<file path="config.mk">
export PLATFORM = sky130hd
export DESIGN_NAME = ctlport_slave
export DESIGN_NICKNAME = d
export VERILOG_FILES = /design/src/rtl/ctlport_pkg.sv /design/src/rtl/ctlport_sync.sv /design/src/rtl/ctlport_i2c_eng.sv /design/src/rtl/ctlport_spi_rx.sv /design/src/rtl/ctlport_regbank.sv /design/src/rtl/ctlport_slave.sv
export SDC_FILE = /design/constraint.sdc
export NUM_CORES = 1
export LEC_CHECK = 0
export CORE_MARGIN = 2
export CORE_UTILIZATION = 60
export DETAILED_ROUTE_END_ITERATION = 6
export DONT_BUFFER_PORTS = 1
export GPL_ROUTABILITY_DRIVEN = 1
export PLACE_DENSITY = 0.81
export SYNTH_ARGS = -nofsm -noshare
export SYNTH_HDL_FRONTEND = slang
export SYNTH_HIERARCHICAL = 1
export SYNTH_SLANG_ARGS = --single-unit
</file>
<file path="constraint.sdc">
create_clock -name clk -period 3.37 [get_ports clk]
set_clock_uncertainty 0.1 [all_clocks]
set_input_delay 0.1685 -clock clk [delete_from_list [all_inputs] [get_ports clk]]
set_output_delay 0.1685 -clock clk [all_outputs]
set_load 0.01 [all_outputs]
</file>
<file path="src/rtl/ctlport_pkg.sv">
package ctlport_pkg;
   localparam int BYTE_W = 8;
   localparam int ADDR_W = 7;

   typedef enum logic [2:0] {
      PS_IDLE,
      PS_RECV,
      PS_ACK,
      PS_SEND,
      PS_MACK
   } i2c_st_e;
endpackage

</file>
<file path="src/rtl/ctlport_sync.sv">
module ctlport_sync #(
   parameter int           N       = 1,
   parameter int           STAGES  = 2,
   parameter logic [N-1:0] RST_VAL = '0
) (
   input  logic         clk,
   input  logic         rst_n,
   input  logic [N-1:0] d_i,
   output logic [N-1:0] q_o,
   output logic [N-1:0] rise_o,
   output logic [N-1:0] fall_o
);
   if (STAGES < 2) begin : g_bad_stages
      $error("ctlport_sync needs at least two stages");
   end

   for (genvar b = 0; b < N; b++) begin : g_bit
      logic [STAGES-1:0] chain_q;
      logic              prev_q;

      always_ff @(posedge clk or negedge rst_n) begin
         if (!rst_n) begin
            chain_q <= {STAGES{RST_VAL[b]}};
            prev_q  <= RST_VAL[b];
         end else begin
            chain_q <= {chain_q[STAGES-2:0], d_i[b]};
            prev_q  <= chain_q[STAGES-1];
         end
      end

      assign q_o[b]    = chain_q[STAGES-1];
      assign rise_o[b] = chain_q[STAGES-1] & ~prev_q;
      assign fall_o[b] = ~chain_q[STAGES-1] & prev_q;
   end
endmodule

</file>
<file path="src/rtl/ctlport_i2c_eng.sv">
module ctlport_i2c_eng
   import ctlport_pkg::*;
#(
   parameter logic [ADDR_W-2:0] DEV_HI = 6'b001000
) (
   input  logic              clk,
   input  logic              rst_n,
   input  logic              en_i,
   input  logic              scl_i,
   input  logic              scl_rise_i,
   input  logic              scl_fall_i,
   input  logic              sda_i,
   input  logic              sda_rise_i,
   input  logic              sda_fall_i,
   input  logic              ad0_i,
   input  logic [BYTE_W-1:0] rd_data_i,
   output logic [BYTE_W-1:0] wr_byte_o,
   output logic              map_we_o,
   output logic              dat_we_o,
   output logic              rd_adv_o,
   output logic              sda_oe_o
);
   localparam int CNT_W = $clog2(BYTE_W + 1);

   i2c_st_e           st_q;
   logic [CNT_W-1:0]  cnt_q;
   logic [BYTE_W-1:0] sh_q;
   logic              rw_q;
   logic              addr_ph_q;
   logic              map_ph_q;
   logic              nack_q;
   logic              start_c;
   logic              stop_c;
   logic [ADDR_W-1:0] dev_addr;

   assign start_c  = sda_fall_i & scl_i;
   assign stop_c   = sda_rise_i & scl_i;
   assign dev_addr = {DEV_HI, ad0_i};

   always_ff @(posedge clk or negedge rst_n) begin
      if (!rst_n) begin
         st_q      <= PS_IDLE;
         cnt_q     <= '0;
         sh_q      <= '0;
         rw_q      <= 1'b0;
         addr_ph_q <= 1'b0;
         map_ph_q  <= 1'b0;
         nack_q    <= 1'b0;
         wr_byte_o <= '0;
         map_we_o  <= 1'b0;
         dat_we_o  <= 1'b0;
         rd_adv_o  <= 1'b0;
      end else begin
         map_we_o <= 1'b0;
         dat_we_o <= 1'b0;
         rd_adv_o <= 1'b0;
         if (!en_i) begin
            st_q <= PS_IDLE;
         end else if (start_c) begin
            st_q      <= PS_RECV;
            cnt_q     <= '0;
            addr_ph_q <= 1'b1;
         end else if (stop_c) begin
            st_q <= PS_IDLE;
         end else begin
            unique case (st_q)
               PS_RECV: begin
                  if (scl_rise_i) begin
                     sh_q  <= {sh_q[BYTE_W-2:0], sda_i};
                     cnt_q <= cnt_q + 1'b1;
                  end else if (scl_fall_i && cnt_q == CNT_W'(BYTE_W)) begin
                     cnt_q <= '0;
                     if (addr_ph_q) begin
                        addr_ph_q <= 1'b0;
                        if (sh_q[BYTE_W-1:1] == dev_addr) begin
                           rw_q     <= sh_q[0];
                           map_ph_q <= 1'b1;
                           st_q     <= PS_ACK;
                        end else begin
                           st_q <= PS_IDLE;
                        end
                     end else begin
                        wr_byte_o <= sh_q;
                        map_we_o  <= map_ph_q;
                        dat_we_o  <= ~map_ph_q;
                        map_ph_q  <= 1'b0;
                        st_q      <= PS_ACK;
                     end
                  end
               end
               PS_ACK: begin
                  if (scl_fall_i) begin
                     if (rw_q) begin
                        sh_q  <= rd_data_i;
                        cnt_q <= '0;
                        st_q  <= PS_SEND;
                     end else begin
                        st_q <= PS_RECV;
                     end
                  end
               end
               PS_SEND: begin
                  if (scl_fall_i) begin
                     if (cnt_q == CNT_W'(BYTE_W - 1)) begin
                        cnt_q    <= '0;
                        rd_adv_o <= 1'b1;
                        st_q     <= PS_MACK;
                     end else begin
                        sh_q  <= {sh_q[BYTE_W-2:0], 1'b0};
                        cnt_q <= cnt_q + 1'b1;
                     end
                  end
               end
               PS_MACK: begin
                  if (scl_rise_i) begin
                     nack_q <= sda_i;
                  end else if (scl_fall_i) begin
                     if (!nack_q) begin
                        sh_q <= rd_data_i;
                        st_q <= PS_SEND;
                     end else begin
                        st_q <= PS_IDLE;
                     end
                  end
               end
               default: st_q <= PS_IDLE;
            endcase
         end
      end
   end

   assign sda_oe_o = (st_q == PS_ACK) | ((st_q == PS_SEND) & ~sh_q[BYTE_W-1]);
endmodule

</file>
<file path="src/rtl/ctlport_spi_rx.sv">
module ctlport_spi_rx
   import ctlport_pkg::*;
(
   input  logic              clk,
   input  logic              rst_n,
   input  logic              en_i,
   input  logic              cs_n_i,
   input  logic              sck_rise_i,
   input  logic              sdi_i,
   output logic [BYTE_W-1:0] wr_byte_o,
   output logic              map_we_o,
   output logic              dat_we_o
);
   localparam int CNT_W = $clog2(BYTE_W);

   logic [CNT_W-1:0]  cnt_q;
   logic [BYTE_W-2:0] sh_q;
   logic              first_q;

   always_ff @(posedge clk or negedge rst_n) begin
      if (!rst_n) begin
         cnt_q     <= '0;
         sh_q      <= '0;
         first_q   <= 1'b1;
         wr_byte_o <= '0;
         map_we_o  <= 1'b0;
         dat_we_o  <= 1'b0;
      end else begin
         map_we_o <= 1'b0;
         dat_we_o <= 1'b0;
         if (!en_i || cs_n_i) begin
            cnt_q   <= '0;
            first_q <= 1'b1;
         end else if (sck_rise_i) begin
            if (cnt_q == CNT_W'(BYTE_W - 1)) begin
               wr_byte_o <= {sh_q, sdi_i};
               map_we_o  <= first_q;
               dat_we_o  <= ~first_q;
               first_q   <= 1'b0;
               cnt_q     <= '0;
            end else begin
               sh_q  <= {sh_q[BYTE_W-3:0], sdi_i};
               cnt_q <= cnt_q + 1'b1;
            end
         end
      end
   end
endmodule

</file>
<file path="src/rtl/ctlport_regbank.sv">
module ctlport_regbank
   import ctlport_pkg::*;
#(
   parameter int NREG = 16,
   parameter int IDXW = 4
) (
   input  logic                   clk,
   input  logic                   rst_n,
   input  logic                   map_we_i,
   input  logic                   dat_we_i,
   input  logic                   adv_i,
   input  logic [BYTE_W-1:0]      wbyte_i,
   output logic [BYTE_W-1:0]      rd_data_o,
   output logic [NREG*BYTE_W-1:0] regs_o,
   output logic [IDXW-1:0]        idx_o,
   output logic                   incr_o
);
   if (NREG != (1 << IDXW)) begin : g_bad_depth
      $error("ctlport_regbank: NREG must equal 2**IDXW");
   end
   if (IDXW >= BYTE_W) begin : g_bad_idx
      $error("ctlport_regbank: index must leave room for the enable bit");
   end

   always_ff @(posedge clk or negedge rst_n) begin
      if (!rst_n) begin
         incr_o <= 1'b0;
         idx_o  <= '0;
      end else if (map_we_i) begin
         incr_o <= wbyte_i[BYTE_W-1];
         idx_o  <= wbyte_i[IDXW-1:0];
      end else if ((dat_we_i || adv_i) && incr_o) begin
         idx_o <= idx_o + 1'b1;
      end
   end

   for (genvar r = 0; r < NREG; r++) begin : g_reg
      logic [BYTE_W-1:0] cell_q;
      always_ff @(posedge clk or negedge rst_n) begin
         if (!rst_n) begin
            cell_q <= '0;
         end else if (dat_we_i && idx_o == IDXW'(r)) begin
            cell_q <= wbyte_i;
         end
      end
      assign regs_o[r*BYTE_W +: BYTE_W] = cell_q;
   end

   assign rd_data_o = regs_o[idx_o*BYTE_W +: BYTE_W];
endmodule

</file>
<file path="src/rtl/ctlport_slave.sv">
module ctlport_slave
   import ctlport_pkg::*;
#(
   parameter int                NREG        = 16,
   parameter int                SYNC_STAGES = 2,
   parameter logic [ADDR_W-2:0] DEV_HI      = 6'b001000
) (
   input  logic                   clk,
   input  logic                   rst_n,
   input  logic                   scl_i,
   input  logic                   sda_i,
   input  logic                   adcs_i,
   output logic                   sda_oe_o,
   output logic [NREG*BYTE_W-1:0] regs_o
);
   localparam int IDXW = $clog2(NREG);

   logic [2:0]        pin_q;
   logic [2:0]        pin_rise;
   logic [2:0]        pin_fall;
   logic              scl_s;
   logic              sda_s;
   logic              adcs_s;
   logic              spi_mode_q;
   logic              unused_adcs_rise;

   logic [BYTE_W-1:0] i_byte;
   logic              i_map;
   logic              i_dat;
   logic              i_adv;
   logic              i_oe;
   logic [BYTE_W-1:0] s_byte;
   logic              s_map;
   logic              s_dat;

   logic [BYTE_W-1:0] ev_byte;
   logic              ev_map;
   logic              ev_dat;
   logic              ev_adv;
   logic [BYTE_W-1:0] rd_data;
   logic [IDXW-1:0]   map_idx;
   logic              map_incr;

   ctlport_sync #(
      .N       (3),
      .STAGES  (SYNC_STAGES),
      .RST_VAL (3'b011)
   ) u_sync (
      .clk    (clk),
      .rst_n  (rst_n),
      .d_i    ({adcs_i, sda_i, scl_i}),
      .q_o    (pin_q),
      .rise_o (pin_rise),
      .fall_o (pin_fall)
   );

   assign scl_s            = pin_q[0];
   assign sda_s            = pin_q[1];
   assign adcs_s           = pin_q[2];
   assign unused_adcs_rise = pin_rise[2];

   always_ff @(posedge clk or negedge rst_n) begin
      if (!rst_n) begin
         spi_mode_q <= 1'b0;
      end else if (pin_fall[2]) begin
         spi_mode_q <= 1'b1;
      end
   end

   ctlport_i2c_eng #(
      .DEV_HI (DEV_HI)
   ) u_i2c (
      .clk        (clk),
      .rst_n      (rst_n),
      .en_i       (~spi_mode_q),
      .scl_i      (scl_s),
      .scl_rise_i (pin_rise[0]),
      .scl_fall_i (pin_fall[0]),
      .sda_i      (sda_s),
      .sda_rise_i (pin_rise[1]),
      .sda_fall_i (pin_fall[1]),
      .ad0_i      (adcs_s),
      .rd_data_i  (rd_data),
      .wr_byte_o  (i_byte),
      .map_we_o   (i_map),
      .dat_we_o   (i_dat),
      .rd_adv_o   (i_adv),
      .sda_oe_o   (i_oe)
   );

   ctlport_spi_rx u_spi (
      .clk        (clk),
      .rst_n      (rst_n),
      .en_i       (spi_mode_q),
      .cs_n_i     (adcs_s),
      .sck_rise_i (pin_rise[0]),
      .sdi_i      (sda_s),
      .wr_byte_o  (s_byte),
      .map_we_o   (s_map),
      .dat_we_o   (s_dat)
   );

   assign ev_byte  = spi_mode_q ? s_byte : i_byte;
   assign ev_map   = spi_mode_q ? s_map  : i_map;
   assign ev_dat   = spi_mode_q ? s_dat  : i_dat;
   assign ev_adv   = ~spi_mode_q & i_adv;
   assign sda_oe_o = ~spi_mode_q & i_oe;

   ctlport_regbank #(
      .NREG (NREG),
      .IDXW (IDXW)
   ) u_bank (
      .clk       (clk),
      .rst_n     (rst_n),
      .map_we_i  (ev_map),
      .dat_we_i  (ev_dat),
      .adv_i     (ev_adv),
      .wbyte_i   (ev_byte),
      .rd_data_o (rd_data),
      .regs_o    (regs_o),
      .idx_o     (map_idx),
      .incr_o    (map_incr)
   );
endmodule

</file>
==> impl_results.md, run 1 <==
- Area delta synth->final: 6.87%
- Vias in the first global route: 5827
- Clock sinks: just under 200
- Core Region: 0.0151 mm^2
- Met1 usage: 36.7%
- GP Congestion: 0.915
- DR DRC count: 0
- Cts repair resizes: 0
- Slowest Stage Delay on Critical Path: 0.58 ns
- Root Driver: clkbuf_16
- Maximum ir drop on the vdd rail: 0.000408 V
- Busiest layer in global routing: met2
- Tot GR Track Use: 28.4%
- Crit path capture type: flop
- Status: finished, violations left
- Crit-path max FO: 26
- Placed cell areas: 0.00931 mm^2
- DIE WIDTH: between 100 and 150 um
- Commonest non-fill, non-tap cell in the layout: dfrtp_1
- CP bufs+invs: 1
- RSZ-0062 raised after global routing: false
- Die Y: ~130 um
- Post-Syn Nets: 646
- # rows: 45
- Drt first-iter violations: 405
- Crit path launch type: flop
- Fillers: 1071
- Leak: 4.80 nW
- Final setup vio count: 0
- Worst path top cell family by delay: multiplexers
- CTS H-tree depth: 4
- IO Count: approximately 130
- DR WL/cell: 27.0 um
- Crit Path Category: reg -> reg
- FF+latch area: 0.00486 mm^2
- Design Area, Final: 0.00993 mm^2
- Final hold violations: 194
- Max clock buf depth: 2
- Share of cells above drive strength 1: 41.2%
- Met2 usage: 44.4%
- Max-slew headroom: 43.1%
- Area of the multi-input gates: ~0.0041 mm^2
- Setup repair bufs after CTS: 0
- IO Port Bufs: 0
- Initial antenna violation count: 0
- Failing checks: hold timing
- Slowest cell on the critical path: dfrtp_2
- F_max: ~370 MHz
- WP data required: approximately 3.6 ns
- Met3 usage: between 10% and 20%
- Router iterations before antenna repair: 5
- Crit-path cells: buf_12, mux4_2, a22oi_1, nand2_1, a221oi_1, a21oi_1, mux2_1
- Arr. time, crit path: roughly 2.9 ns
- Average size of a mapped cell: 14.7 um^2
- Detail Placement HPWL: 15000 um
- Final Max Slew Viols: 0
- Minimum clock period after layout: 2.69 ns
- Synth Warn #: 6
- Grt total ovfl: 0
- CTS buffer count: 17
- Worst slew pin tran: 0.852 ns
- DR vias/cell: 6.79
- Final worst path period share: 79.7%
- Die area: approximately 0.016 mm^2
- Post-synthesis cell area: 0.00929 mm^2
- Antenna Diode Count: 0
- Post-synthesis cell count: 633
- Total Wirelength: 22200 um
- Cell Pwr Density: 457 mW/mm^2
- WHS: -0.669 ns
- Total Neg Setup Slack: 0 ns
- Worst-skew pair later-pin latency: 0.43 ns
- CTS clk-pin slew, worst paths: about 0.07 ns
- Effective utilization at floorplan: 61.4%
- ANT nets after route: 0
- Nets: 634
- Commonest cells after routing, fill and taps aside: 186 x dfrtp_1, 165 x mux2_2, 24 x nand2_1, 18 x a22oi_1, 17 x clkbuf_16
- Largest net degree at the start of global routing: 195
- Hold crit path type: in -> async
- Maxcap violations: 0
- CTS tree: built
- CTS Hold Bufs: 3
- Via count: around 5.6k
- First-pass GRT wire length: 34500 um
## cell type report
cell class | instances | area share [%]
well taps | 188 | 2.37
clock inverters | 12 | 1.46
clock buffers | 20 | 4.50
multi-input cells | 391 | 41.5
inverters | 10 | 0.378
repair buffers | 7 | 0.857
flip-flops and latches | 194 | 49.0
## sequential cells by signal, indices dropped and copies added, names as in the netlist, 3 cells and up
| signal | count |
|---|---|
| u_bank/g.cell_q | 128 |
| u_sync/g_bit.prev_q | 3 |
| u_i2c/cnt_q | 4 |
| u_i2c/wr_byte_o | 8 |
| u_spi/wr_byte_o | 8 |
| u_i2c/st_q | 3 |
| u_bank/idx_o | 4 |
| u_i2c/sh_q | 8 |
| u_spi/cnt_q | 3 |
| u_spi/sh_q | 7 |
| u_sync/g_bit.chain_q | 6 |
## power by group
group	total (mW)	switching (mW)	internal, mW
clock network	2.03	0.899	1.13
registers	2.42	0.0433	2.38
logic	0.0912	0.0290	0.0622
## through the flow
| stage | power (mW) | instances | util [%] | setup slack [ns] |
|---|---|---|---|---|
| detailed placement | 2.55 | 787 | 61.5 | 0.716 |
| global placement | 2.54 | 787 | 61.5 | 0.807 |
| floorplan | 2.53 | 633 | - | 1.13 |
| finish | 4.54 | 822 | 65.6 | 0.683 |
| global route | 4.68 | 822 | 65.6 | 0.615 |
| CTS | 4.57 | 822 | 65.6 | 0.700 |
## final timing paths
kind,from,to,slack [ns],depth (start not counted)
setup / recovery,u_bank/idx_o[0],u_i2c/sh_q[0],0.68,7
hold / removal,rst_n,u_bank/g_reg[12].cell_q[3],-0.67,0
setup reg to reg,u_bank/idx_o[0],u_i2c/sh_q[0],0.68,7
hold reg to reg,u_sync/g_bit[0].chain_q[0],u_sync/g_bit[0].chain_q[1],0.25,0
max in group asynchronous,rst_n,u_sync/g_bit[0].chain_q[0],3.48,0
min in group clk,sda_i,u_sync/g_bit[1].chain_q[0],0.19,1
## per-layer routing
layer,up-vias,part of all wire (%)
li1,2340,-
met1,2971,40
met2,229,48
met3,45,8.8
met4,0,2.4
met5,-,0
Power figures use the tool's default switching activity.
==> inputs of run 2 (changes only) <==
--- a/config.mk
+++ b/config.mk
@@ -6,7 +6,7 @@
 export NUM_CORES = 1
 export LEC_CHECK = 0
 export CORE_MARGIN = 2
-export CORE_UTILIZATION = 60
+export CORE_UTILIZATION = 58
 export DETAILED_ROUTE_END_ITERATION = 6
 export DONT_BUFFER_PORTS = 1
 export GPL_ROUTABILITY_DRIVEN = 1
==> constraint.sdc (replaced) <==
create_clock -name clk -period 2.36 [get_ports clk]
set_clock_uncertainty 0.1 [all_clocks]
set_input_delay 0.118 -clock clk [delete_from_list [all_inputs] [get_ports clk]]
set_output_delay 0.118 -clock clk [all_outputs]
set_load 0.01 [all_outputs]
==> impl_results.md, run 2 (synthesized netlist as in run 1, its figures left out) <==
- Status: finished, violations left (unchanged)
- Failing checks: hold timing (unchanged)
- Vias in the first global route: 5858 (was 5827)
- Final Max Slew Viols: 0 (unchanged)
- Leak: 4.96 nW (was 4.80 nW)
- Area delta synth->final: 11.3% (was 6.87%)
- Total Wirelength: 22600 um (was 22200 um)
- Switching pwr: 1.36 mW (was 971 uW)
- Effective utilization at floorplan: 58.9% (was 61.4%)
- Setup slack at placement: -0.125 ns (was 0.716 ns)
- Switching share of total power: 21.2% (was 21.4%)
- First-pass GRT wire length: 34300 um (was 34500 um)
- IO Port Bufs: 0 (unchanged)
- Max-slew headroom: 57.5% (was 43.1%)
- WHS: -0.724 ns (was -0.669 ns)
- GP Congestion: 0.946 (was 0.915)
- Dpl cells: 837 (was 787)
- Final worst path period share: 99.7% (was 79.7%)
- Gate power share: 2.0% (about the same)
- Die Y: 131 um (was 128 um)
- Minimum clock period after layout: 2.35 ns (was 2.69 ns)
- Final setup vio count: 0 (unchanged)
- Share of cells above drive strength 1: 47.4% (was 41.2%)
- Final Util: 65.6% (about the same)
- CTS buffer count: 17 (unchanged)
- CTS tree: built (unchanged)
- Commonest cells after routing, fill and taps aside: 186 x dfrtp_1, 163 x mux2_2, 28 x buf_4, 23 x nand2_1, 21 x mux4_2 (was 186 x dfrtp_1, 165 x mux2_2, 24 x nand2_1, 18 x a22oi_1, 17 x clkbuf_16)
- DR WL/cell: 25.6 um (was 27.0 um)
- DR vias/cell: 6.42 (was 6.79)
- Maxcap violations: 0 (unchanged)
- Antenna Diode Count: 0 (unchanged)
- Crit path capture type: flop (unchanged)
- # rows: 46 (was 45)
- ANT nets after route: 0 (unchanged)
- P_int: 5.08 mW (was 3.57 mW)
- Core Region: 0.0158 mm^2 (was 0.0151 mm^2)
- Max reg flops: 128 (unchanged)
- Commonest non-fill, non-tap cell in the layout: dfrtp_1 (unchanged)
- CTS clk-pin slew, worst paths: 0.07 ns (about the same)
- IO Count: 134 (unchanged)
- Placed cell areas: 0.00952 mm^2 (was 0.00931 mm^2)
- RSZ-0062 raised after global routing: true (was false)
- Tot GR Track Use: 27.3% (was 28.4%)
- Initial antenna violation count: 0 (unchanged)
- DIE WIDTH: 131 um (was 128 um)
- Clock share of power: 44.3% (was 44.7%)
- Sequential Power Share: 53.7% (was 53.3%)
- Largest net degree at the start of global routing: 195 (unchanged)
- Drt first-iter violations: 545 (was 405)
- Clock sinks: 194 (unchanged)
- Cell Pwr Density: 623 mW/mm^2 (was 457 mW/mm^2)
- Crit Path Category: reg -> reg (unchanged)
- Fillers: 1123 (was 1071)
- CTS Hold Bufs: 3 (unchanged)
- Die area: 0.0170 mm^2 (was 0.0165 mm^2)
- Worst slew pin tran: 0.629 ns (was 0.852 ns)
- Worst-skew pair later-pin latency: 0.44 ns (was 0.43 ns)
- Pwr Total: 6.44 mW (was 4.54 mW)
- F_max: 425 MHz (was 372 MHz)
- Max clock buf depth: 2 (unchanged)
- WP data required: 2.58 ns (was 3.59 ns)
- CTS H-tree depth: 4 (unchanged)
- Arr. time, crit path: 2.57 ns (was 2.90 ns)
- Final hold violations: 194 (unchanged)
- Via count: 5667 (was 5585)
- Setup ws final: 0.00612 ns (was 0.683 ns)
- Top reg by flops: u_bank/g.cell_q (unchanged)
- Router iterations before antenna repair: 5 (unchanged)
- Detail Placement HPWL: 15200 um (was 15000 um)
- Post-Layout Cell Count: 883 (was 822)
- Root Driver: clkbuf_16 (unchanged)
- DR DRC count: 0 (unchanged)
- Nets: 668 (was 634)
- Hold crit path type: in -> async (unchanged)
- Crit-path max FO: 7 (was 26)
- Maximum ir drop on the vdd rail: 0.000598 V (was 0.000408 V)
- Grt total ovfl: 0 (unchanged)
- Design Area, Final: 0.0103 mm^2 (was 0.00993 mm^2)
- Total Neg Setup Slack: 0 ns (unchanged)
- Crit path launch type: flop (unchanged)
## run 2: cell types whose count changed in the layout (fill, tap and decap cells not counted), moves of 3 or more
cell     delta
a22oi_1    -12
a22oi_2    +12
buf_12      +3
buf_4      +26
inv_6       -3
mux4_1      -6
mux4_2      +6
## run 2: layout make-up
cell class | count | area, um^2 | share of cell area (%)
clock inverter | 11 | 130 | 1.26
tap | 216 | 270 | 2.61
timing repair buffer | 41 | 420 | 4.06
clock buffer | 20 | 447 | 4.32
multi-input combinational | 391 | 4180 | 40.4
sequential | 194 | 4860 | 47.0
inverter | 10 | 37.5 | 0.363
## run 2: what timing repair did
action                     4_1_cts  5_1_grt
hold endpoints to repair       197      194
setup buffers                   10        2
setup endpoints to repair        8       48
gates resized for setup          9       18
pin swaps                        2        4
cloned                           0        1
## run 2: critical path: stages, from the launching register on
cell and delay (ns):
dfrtp_2 0.40, buf_12 0.14, buf_16 0.13, mux4_1 0.63, a22oi_2 0.24, nand2_1 0.06
mux2_2 0.26, mux2_2 0.27
## run 2: layer usage
metal  GRT usage [%]  routed length (um)  vias up
met5               0                   0        -
met4            10.4                 661        0
met3            9.89                2100       43
met2            42.5               10800      234
met1            35.5                9040     3006
li1                -                   -     2384
## run 2: final timing paths
path | start | endpoint | slack (ns) | depth (start not counted)
worst max-delay path | u_bank/idx_o[0] | u_i2c/sh_q[5] | 0.006 | 7
worst min-delay path | rst_n | u_sync/g_bit[2].chain_q[1] | -0.72 | 0
worst max register to register | u_bank/idx_o[0] | u_i2c/sh_q[5] | 0.006 | 7
worst min register to register | u_sync/g_bit[2].chain_q[0] | u_sync/g_bit[2].chain_q[1] | 0.25 | 0
max in group asynchronous | rst_n | u_bank/g_reg[12].cell_q[0] | 2.53 | 0
min in group clk | scl_i | u_sync/g_bit[0].chain_q[0] | 0.14 | 1
## run 2: power groups by stage
| stage | clock [mW] | combinational (mW) | sequential (mW) |
|---|---|---|---|
| global route | 3.02 | 0.142 | 3.46 |
| floorplan | 0 | 0.118 | 3.49 |
| detailed placement | 0 | 0.128 | 3.51 |
| global placement | 0 | 0.120 | 3.51 |
| finish | 2.85 | 0.132 | 3.46 |
| CTS | 2.88 | 0.133 | 3.45 |
==> inputs of run 3 (changes only) <==
--- a/config.mk
+++ b/config.mk
@@ -5,12 +5,15 @@
 export SDC_FILE = /design/constraint.sdc
 export NUM_CORES = 1
 export LEC_CHECK = 0
+export CELL_PAD_IN_SITES_DETAIL_PLACEMENT = 0
+export CELL_PAD_IN_SITES_GLOBAL_PLACEMENT = 1
 export CORE_MARGIN = 2
-export CORE_UTILIZATION = 58
+export CORE_UTILIZATION = 48
 export DETAILED_ROUTE_END_ITERATION = 6
 export DONT_BUFFER_PORTS = 1
 export GPL_ROUTABILITY_DRIVEN = 1
 export PLACE_DENSITY = 0.81
+export SLEW_MARGIN = 20
 export SYNTH_ARGS = -nofsm -noshare
 export SYNTH_HDL_FRONTEND = slang
 export SYNTH_HIERARCHICAL = 1
==> impl_results.md, run 3 (synthesized netlist as in run 1, its figures left out) <==
- WP data required: 2.58 ns (about the same)
- Root Driver: clkbuf_16 (unchanged)
- Maxcap violations: 0 (unchanged)
- Via count: 5655 (was 5667)
- F_max: 426 MHz (was 425 MHz)
- Met1 usage: 30.9% (was 35.5%)
- Initial antenna violation count: 0 (unchanged)
- Maximum ir drop on the vdd rail: 0.000491 V (was 0.000598 V)
- ANT nets after route: 0 (unchanged)
- Effective utilization at floorplan: 49.3% (was 58.9%)
- Drt first-iter violations: 297 (was 545)
- CTS clk-pin slew, worst paths: 0.07 ns (about the same)
- Nets: 676 (was 668)
- Max reg flops: 128 (unchanged)
- Top reg by flops: u_bank/g.cell_q (unchanged)
- Vias in the first global route: 5903 (was 5858)
- # rows: 50 (was 46)
- Total Neg Setup Slack: 0 ns (unchanged)
- Total Wirelength: 23300 um (was 22600 um)
- DR DRC count: 0 (unchanged)
- Crit path launch type: flop (unchanged)
- CTS tree: built (unchanged)
- GP Congestion: 0.877 (was 0.946)
- Grt total ovfl: 0 (unchanged)
- Max clock buf depth: 2 (unchanged)
- Pwr Total: 6.32 mW (was 6.44 mW)
- IO Port Bufs: 0 (unchanged)
- Arr. time, crit path: 2.57 ns (about the same)
- Failing checks: hold timing (unchanged)
- CTS buffer count: 17 (unchanged)
- Max-slew headroom: 56.1% (was 57.5%)
- CTS H-tree depth: 4 (unchanged)
- Minimum clock period after layout: 2.35 ns (about the same)
- Final Max Slew Viols: 0 (unchanged)
- Cell Pwr Density: 607 mW/mm^2 (was 623 mW/mm^2)
- Met3 usage: 9.19% (was 9.89%)
- Largest net degree at the start of global routing: 195 (unchanged)
- CTS Hold Bufs: 3 (unchanged)
- Hold crit path type: in -> async (unchanged)
- Fillers: 1509 (was 1123)
- Busiest layer in global routing: met2 (unchanged)
- Antenna Diode Count: 0 (unchanged)
- Commonest cells after routing, fill and taps aside: 186 x dfrtp_1, 165 x mux2_2, 38 x buf_4, 23 x mux4_2, 23 x nand2_1 (was 186 x dfrtp_1, 163 x mux2_2, 28 x buf_4, 23 x nand2_1, 21 x mux4_2)
- Final worst path period share: 99.5% (was 99.7%)
- Crit path capture type: flop (unchanged)
- Final setup vio count: 0 (unchanged)
- Worst slew pin tran: 0.655 ns (was 0.629 ns)
- Core Region: 0.0188 mm^2 (was 0.0158 mm^2)
- DR WL/cell: 24.9 um (was 25.6 um)
- Tot GR Track Use: 23.5% (was 27.3%)
- RSZ-0062 raised after global routing: true (unchanged)
- Worst-skew pair later-pin latency: 0.44 ns (about the same)
- Final hold violations: 194 (unchanged)
- Clock sinks: 194 (unchanged)
- Leak: 4.97 nW (was 4.96 nW)
- First-pass GRT wire length: 35800 um (was 34300 um)
- Share of cells above drive strength 1: 48.3% (was 47.4%)
- Commonest non-fill, non-tap cell in the layout: dfrtp_1 (unchanged)
- Area delta synth->final: 12.0% (was 11.3%)
- DR vias/cell: 6.05 (was 6.42)
- Met2 usage: 36.1% (was 42.5%)
- Router iterations before antenna repair: 5 (unchanged)
- DIE WIDTH: 143 um (was 131 um)
- Die Y: 143 um (was 131 um)
- WHS: -0.727 ns (was -0.724 ns)
- Die area: 0.0205 mm^2 (was 0.0170 mm^2)
- Worst Reg-to-Reg Cells: 7 (unchanged)
- Detail Placement HPWL: 15800 um (was 15200 um)
- IO Count: 134 (unchanged)
- Status: finished, violations left (unchanged)
- Crit-path max FO: 10 (was 7)
- Crit Path Category: reg -> reg (unchanged)
## run 3: metal layers
metal	share of wire (%)	up-vias
li1	-	2419
met1	42	3016
met2	48	194
met3	8.4	26
met4	1.7	0
met5	0	-
## run 3: final cells by class
cell class	instances	area (um^2)	share of cell area, %
inverters	10	37.5	0.361
well taps	260	325	3.13
clock inverters	13	116	1.12
repair buffers	49	477	4.58
clock buffers	18	429	4.12
multi-input cells	391	4160	39.9
flip-flops and latches	194	4860	46.7
## run 3: what timing repair did
action | 4_1_cts | 5_1_grt
endpoints found under the hold margin | 197 | 194
cloned | 0 | 2
setup endpoints to repair | 8 | 8
buffers inserted | 2 | 2
pin swaps | 0 | 4
gates resized for setup | 5 | 19
## run 3: metrics by stage
| stage | area (um^2) | instances | util [%] | hold slack (ns) | setup WS, ns |
|---|---|---|---|---|---|
| after floorplan | 9290 | 633 | - | -0.278 | 0.117 |
| after global placement | 9690 | 895 | 51.5 | -0.269 | -0.117 |
| after detailed placement | 9690 | 895 | 51.5 | -0.269 | -0.124 |
| after CTS | 10300 | 931 | 54.8 | -0.742 | 0.00173 |
| after global routing | 10400 | 935 | 55.3 | -0.746 | -0.0399 |
| final | 10400 | 935 | 55.3 | -0.727 | 0.0128 |
## run 3: report_power, final
part	switching, mW	leakage [nW]	total, mW	internal, mW
registers	0.0550	2.65	3.45	3.39
clock network	1.36	0.265	2.74	1.38
logic	0.0424	2.05	0.134	0.0921
## run 3: worst paths after layout
path	endpoint	slack, ns	from
worst min register to register	u_sync/g_bit[2].chain_q[1]	0.25	u_sync/g_bit[2].chain_q[0]
worst max-delay path	u_i2c/sh_q[4]	0.01	u_bank/idx_o[0]
max in group asynchronous	u_bank/g_reg[7].cell_q[5]	2.64	rst_n
worst max register to register	u_i2c/sh_q[4]	0.01	u_bank/idx_o[0]
worst min-delay path	u_sync/g_bit[2].chain_q[0]	-0.73	rst_n
min in group clk	u_sync/g_bit[1].chain_q[0]	0.14	sda_i
## run 3: worst max-delay path: stages, from the launching register on
cell	delay [ns]
dfrtp_2	0.41
buf_12	0.13
clkbuf_16	0.16
mux4_1	0.59
a22oi_1	0.24
nand2_1	0.07
mux2_2	0.28
mux2_2	0.26
